<file path="src/rtl/spi_pm_pkg.sv">
package spi_pm_pkg;

    localparam int REG_W      = 8;
    localparam int BIT_SSUSE  = 4;
    localparam int BIT_BUFEN  = 3;
    localparam int BIT_WSTOP  = 1;
    localparam int BIT_ONEW   = 0;

    localparam logic [REG_W-1:0] LIVE_MASK =
        REG_W'((1 << BIT_SSUSE) | (1 << BIT_BUFEN) | (1 << BIT_WSTOP) | (1 << BIT_ONEW));

    typedef struct packed {
        logic ss_use;
        logic buf_en;
        logic wait_stop;
        logic one_wire;
    } ctrl_t;

    typedef enum logic [1:0] {
        PR_MASTER_2W = 2'b00,
        PR_SLAVE_2W  = 2'b01,
        PR_MASTER_1W = 2'b10,
        PR_SLAVE_1W  = 2'b11
    } pin_role_e;

    function automatic ctrl_t unpack_ctrl(input logic [REG_W-1:0] v);
        ctrl_t c;
        c.ss_use    = v[BIT_SSUSE];
        c.buf_en    = v[BIT_BUFEN];
        c.wait_stop = v[BIT_WSTOP];
        c.one_wire  = v[BIT_ONEW];
        return c;
    endfunction

    function automatic logic [REG_W-1:0] pack_ctrl(input ctrl_t c);
        logic [REG_W-1:0] v;
        v            = '0;
        v[BIT_SSUSE] = c.ss_use;
        v[BIT_BUFEN] = c.buf_en;
        v[BIT_WSTOP] = c.wait_stop;
        v[BIT_ONEW]  = c.one_wire;
        return v;
    endfunction

    function automatic pin_role_e role_of(input logic master, input logic one_wire);
        return pin_role_e'({one_wire, ~master});
    endfunction

endpackage

</file>
<file path="src/rtl/spi_pm_regs.sv">
module spi_pm_regs
    import spi_pm_pkg::*;
(
    input  logic             clk,
    input  logic             rst,
    input  logic             wr_en,
    input  logic [REG_W-1:0] wr_data,
    input  logic             is_master,
    output ctrl_t            ctrl,
    output logic             abort_req
);
    ctrl_t ctrl_q;
    ctrl_t ctrl_nx;
    logic  reconfig;

    assign ctrl_nx = unpack_ctrl(wr_data);

    // mode flip, or buffer flip when the new setting is single-wire
    assign reconfig = (ctrl_nx.one_wire ^ ctrl_q.one_wire)
                    | (ctrl_nx.one_wire & (ctrl_nx.buf_en ^ ctrl_q.buf_en));

    always_ff @(posedge clk) begin
        if (rst) begin
            ctrl_q    <= '0;
            abort_req <= 1'b0;
        end else begin
            abort_req <= wr_en & is_master & reconfig;
            if (wr_en) begin
                ctrl_q <= ctrl_nx;
            end
        end
    end

    assign ctrl = ctrl_q;
endmodule

</file>
<file path="src/rtl/spi_pm_steer.sv">
module spi_pm_steer
    import spi_pm_pkg::*;
#(
    parameter logic IDLE_LEVEL = 1'b0
) (
    input  ctrl_t ctrl,
    input  logic  is_master,
    input  logic  tx_bit,
    input  logic  mosi_in,
    input  logic  miso_in,
    output logic  mosi_out,
    output logic  mosi_oe,
    output logic  miso_out,
    output logic  miso_oe,
    output logic  rx_bit,
    output logic  ss_used
);
    pin_role_e role;
    logic      loop_bit;

    assign role     = role_of(is_master, ctrl.one_wire);
    assign loop_bit = tx_bit;

    always_comb begin
        mosi_oe = 1'b0;
        miso_oe = 1'b0;
        rx_bit  = 1'b0;
        unique case (role)
            PR_MASTER_2W: begin
                mosi_oe = 1'b1;
                rx_bit  = miso_in;
            end
            PR_SLAVE_2W: begin
                miso_oe = 1'b1;
                rx_bit  = mosi_in;
            end
            PR_MASTER_1W: begin
                mosi_oe = ctrl.buf_en;
                rx_bit  = ctrl.buf_en ? loop_bit : mosi_in;
            end
            PR_SLAVE_1W: begin
                miso_oe = ctrl.buf_en;
                rx_bit  = ctrl.buf_en ? loop_bit : miso_in;
            end
            default: ;
        endcase
    end

    assign mosi_out = mosi_oe ? tx_bit : IDLE_LEVEL;
    assign miso_out = miso_oe ? tx_bit : IDLE_LEVEL;
    assign ss_used  = ~is_master | ctrl.ss_use;
endmodule

</file>
<file path="src/rtl/spi_pm_clkgate.sv">
module spi_pm_clkgate
    import spi_pm_pkg::*;
(
    input  ctrl_t ctrl,
    input  logic  wait_mode,
    output logic  clk_en
);
    // only the internal baud enable is gated; an external serial clock is untouched
    assign clk_en = ~(ctrl.wait_stop & wait_mode);
endmodule

</file>
<file path="src/rtl/spi_pinmode_ctrl.sv">
module spi_pinmode_ctrl
    import spi_pm_pkg::*;
(
    input  logic             clk,
    input  logic             rst,
    input  logic             wr_en,
    input  logic [REG_W-1:0] wr_data,
    output logic [REG_W-1:0] rd_data,
    input  logic             is_master,
    input  logic             wait_mode,
    input  logic             tx_bit,
    output logic             rx_bit,
    input  logic             mosi_in,
    output logic             mosi_out,
    output logic             mosi_oe,
    input  logic             miso_in,
    output logic             miso_out,
    output logic             miso_oe,
    output logic             ss_used,
    output logic             abort_req,
    output logic             clk_en
);
    ctrl_t ctrl;

    spi_pm_regs u_regs (
        .clk       (clk),
        .rst       (rst),
        .wr_en     (wr_en),
        .wr_data   (wr_data),
        .is_master (is_master),
        .ctrl      (ctrl),
        .abort_req (abort_req)
    );

    spi_pm_steer #(.IDLE_LEVEL(1'b0)) u_steer (
        .ctrl      (ctrl),
        .is_master (is_master),
        .tx_bit    (tx_bit),
        .mosi_in   (mosi_in),
        .miso_in   (miso_in),
        .mosi_out  (mosi_out),
        .mosi_oe   (mosi_oe),
        .miso_out  (miso_out),
        .miso_oe   (miso_oe),
        .rx_bit    (rx_bit),
        .ss_used   (ss_used)
    );

    spi_pm_clkgate u_gate (
        .ctrl      (ctrl),
        .wait_mode (wait_mode),
        .clk_en    (clk_en)
    );

    assign rd_data = pack_ctrl(ctrl);
endmodule

</file>
<file path="config.mk">
export PLATFORM = sky130hd
export DESIGN_NAME = spi_pinmode_ctrl
export DESIGN_NICKNAME = d
export VERILOG_FILES = /design/src/rtl/spi_pm_pkg.sv /design/src/rtl/spi_pm_regs.sv /design/src/rtl/spi_pm_steer.sv /design/src/rtl/spi_pm_clkgate.sv /design/src/rtl/spi_pinmode_ctrl.sv
export SDC_FILE = /design/constraint.sdc
export NUM_CORES = 1
export LEC_CHECK = 0
export ABC_AREA = 1
export BUFFER_PORTS_ARGS = -buffer_cell sky130_fd_sc_hd__buf_2
export CAP_MARGIN = 20
export CORE_AREA = 10 10 47 49
export DETAILED_ROUTE_END_ITERATION = 8
export DIE_AREA = 0 0 57 59
export GPL_TIMING_DRIVEN = 0
export SLEW_MARGIN = 20
export SYNTH_ARGS = -nofsm -noshare
export SYNTH_HDL_FRONTEND = slang
export SYNTH_SLANG_ARGS = --single-unit
</file>
<file path="constraint.sdc">
create_clock -name clk -period 0.8 [get_ports clk]
set_input_delay 0.08 -clock clk [delete_from_list [all_inputs] [get_ports clk]]
set_output_delay 0.08 -clock clk [all_outputs]
set_load 0.05 [all_outputs]
</file>
==> out/results.txt <==
CTS clk-pin slew, worst paths -> 0.05 ns
H-tree depth -> 1
drc violations -> 0
Rows -> 14
Pleak -> 0.000372 uW
area leader, netlist -> dfxtp_1
share of layout cells above drive strength 1 -> 69.3%
Area growth syn-to-layout -> 138%
core area -> 0.00140 sq mm
number of global-route vias before repair -> 460
final worst-path cycle share -> 151%
Die H -> 59 um
CP Data Arrival Time -> 1.13 ns
all-layer global routing usage -> 7.39%
max-slew violation count -> 0
Post-Syn Area -> 313 sq um
io pins -> 32
Port Buf Inserts -> 23
Post-Syn Instances -> 50
cells along the critical path -> inv_4, nor2_4, buf_6, nor3_4, buf_6
ranking of synthesized cells by area -> dfxtp_1 32%, nand2_1 11%, nor2_1 11%
Post-Place Worst Slack -> -0.402 ns
syn_area_per_cell -> 6.26 sq um
largest net degree at the start of global routing -> 7
Post-Place Cells -> 92
initial drt markers -> 2
Clock Path Buffers -> 2
Worst VDD drop -> 0.681 mV
die width -> 57 um
CP Max Fanout -> 3
CP most frequent cell -> buf_6
post-synthesis sequential area ratio -> 32.0%
Final Hold Fails -> 0
Worst Path Required -> 0.72 ns
failing checks -> negative setup slack
Cell Count, Final, Fillers Out -> 104
Root Driver -> clkbuf_4
drt total wl -> 1210 um
Ys Warns -> 0
grt total ovfl -> 0
max incr delay on CP -> 0.35 ns
RSZ-0062 raised after global routing -> true
CP Class -> reg2out
shortest period the worst path allows -> 1.21 ns
antenna cells -> 0
Worst Hold Class -> in2reg
Finished Core Util -> 53.2%
Vias/cell -> 4.31
Final nets -> 105
Yosys reg bits -> 5
CTS Hold Bufs -> 0
Clock Latency Late Sink -> 0.25 ns
PwrDens -> 1510 mW/mm^2
via count -> 448
post-synthesis async set-or-reset flop share -> 0%
DR WL/cell -> 11.6 um
Distinct cells, synth -> 14
top-area cell type share of the netlist area -> 32.0%
commonest cells in the synthesized netlist -> 9 x nand2_1, 9 x nor2_1, 5 x dfxtp_1
maxcap violations -> 0
initial antenna violation count -> 0
initial core utilization -> 22.3%
crit start category -> register
ys flop type -> dfxtp_1
Slowest-stage cell, CP -> dfxtp_4
CTS tree -> built
global-route wire length before repair -> 1970 um
Detail Route Antenna Nets -> 0
Setup-failing EPs final -> 12
hold slack -> 0.0504 ns
TritonCTS Buffers -> 3
Setup Skew -> 0.00227 ns
Achievable Freq -> 826 MHz
post-DP HPWL -> 878 um
status -> complete, but fails checks
Post-synth EDFFs -> 0
Die ar. -> 0.00336 sq mm
final worst slack -> -0.410 ns
1st-pass router iterations -> 2
CP Capture Type -> output pin
RD Place Congestion -> 0.768
CTS sink count -> 5
[critical path, delay by kind of cell, from the launching register on]
kind,cells,cell delay [ns]
buf+inv,3,0.36
flops,1,0.35
simple gates,2,0.16
[report_power, final]
part	internal, uW	leakage (uW)	total (uW)	switching [uW]
Combinational	217	0.000313	542	325
Clock	189	0.0000150	305	116
Sequential	263	0.0000443	282	19.0
Total	670	0.000372	1130	459
[routing by layer]
metal,share of wire (%),global-route usage [%],up-vias
met3,14,4.72,5
met4,2.6,5.03,0
met5,0,0,-
met2,48,12.7,22
li1,-,-,229
met1,36,6.17,192
[logic make-up after synthesis]
| kind of cell | Yosys count | synth area share (%) |
|---|---|---|
| AND/OR/NAND/NOR | 24 | 33.6 |
| buffers and inverters | 11 | 18.0 |
| other | 1 | 1.20 |
| flip-flops | 5 | 32.0 |
| AO/OA/AOI/OAI | 9 | 15.2 |
[timing repair]
action | CTS | global route
setup endpoints to repair | 12 | 14
setup buffers | 7 | 1
resized for setup | 35 | 7
pin swaps | 5 | 2
[registers in the layout, indices dropped and copies added (netlist names)]
signal	flops
u_regs.ctrl	4
u_regs.abort_req	1
[final cells by class]
type	instances	area [sq um]
Multi-Input combinational cell	37	244
Clock buffer	4	26.3
Buffer	4	30.0
Inverter	7	28.8
Timing Repair Buffer	31	280
Tap cell	16	20.0
Fill cell	138	656
Sequential cell	5	116
[metrics by stage]
| step | cell area, sq um | setup TNS, ns | power, uW |
|---|---|---|---|
| after floorplan | 394 | -1.12 | 594 |
| after global placement | 529 | -1.21 | 684 |
| after detailed placement | 529 | -1.26 | 688 |
| after CTS | 717 | -2.68 | 1110 |
| after global routing | 746 | -3.21 | 1180 |
| final | 746 | -2.83 | 1130 |
[cell usage in the layout, fill, tap and decap left out, types with 3 or more instances in the layout]
cell type | Yosys | layout
inv_2 | 3 | 3
conb_1 | 1 | 4
buf_8 | 0 | 6
inv_1 | 4 | 3
nor2_1 | 9 | 6
nand2_1 | 9 | 6
buf_4 | 4 | 10
buf_6 | 0 | 8
o21ai_0 | 4 | 3
clkbuf_4 | 0 | 3
nor2_4 | 1 | 4
dfxtp_4 | 0 | 4
buf_2 | 0 | 11
[final timing paths]
path	from	end	slack (ns)	cells past startpoint
setup / recovery	u_regs.ctrl[0]	miso_out	-0.41	5
hold / removal	wr_data[4]	u_regs.ctrl[3]	0.05	3
setup reg to reg	u_regs.ctrl[2]	u_regs.abort_req	-0.05	5
hold reg to reg	u_regs.ctrl[3]	u_regs.ctrl[3]	0.53	2
No activity file was read; power rests on OpenSTA's default activity.
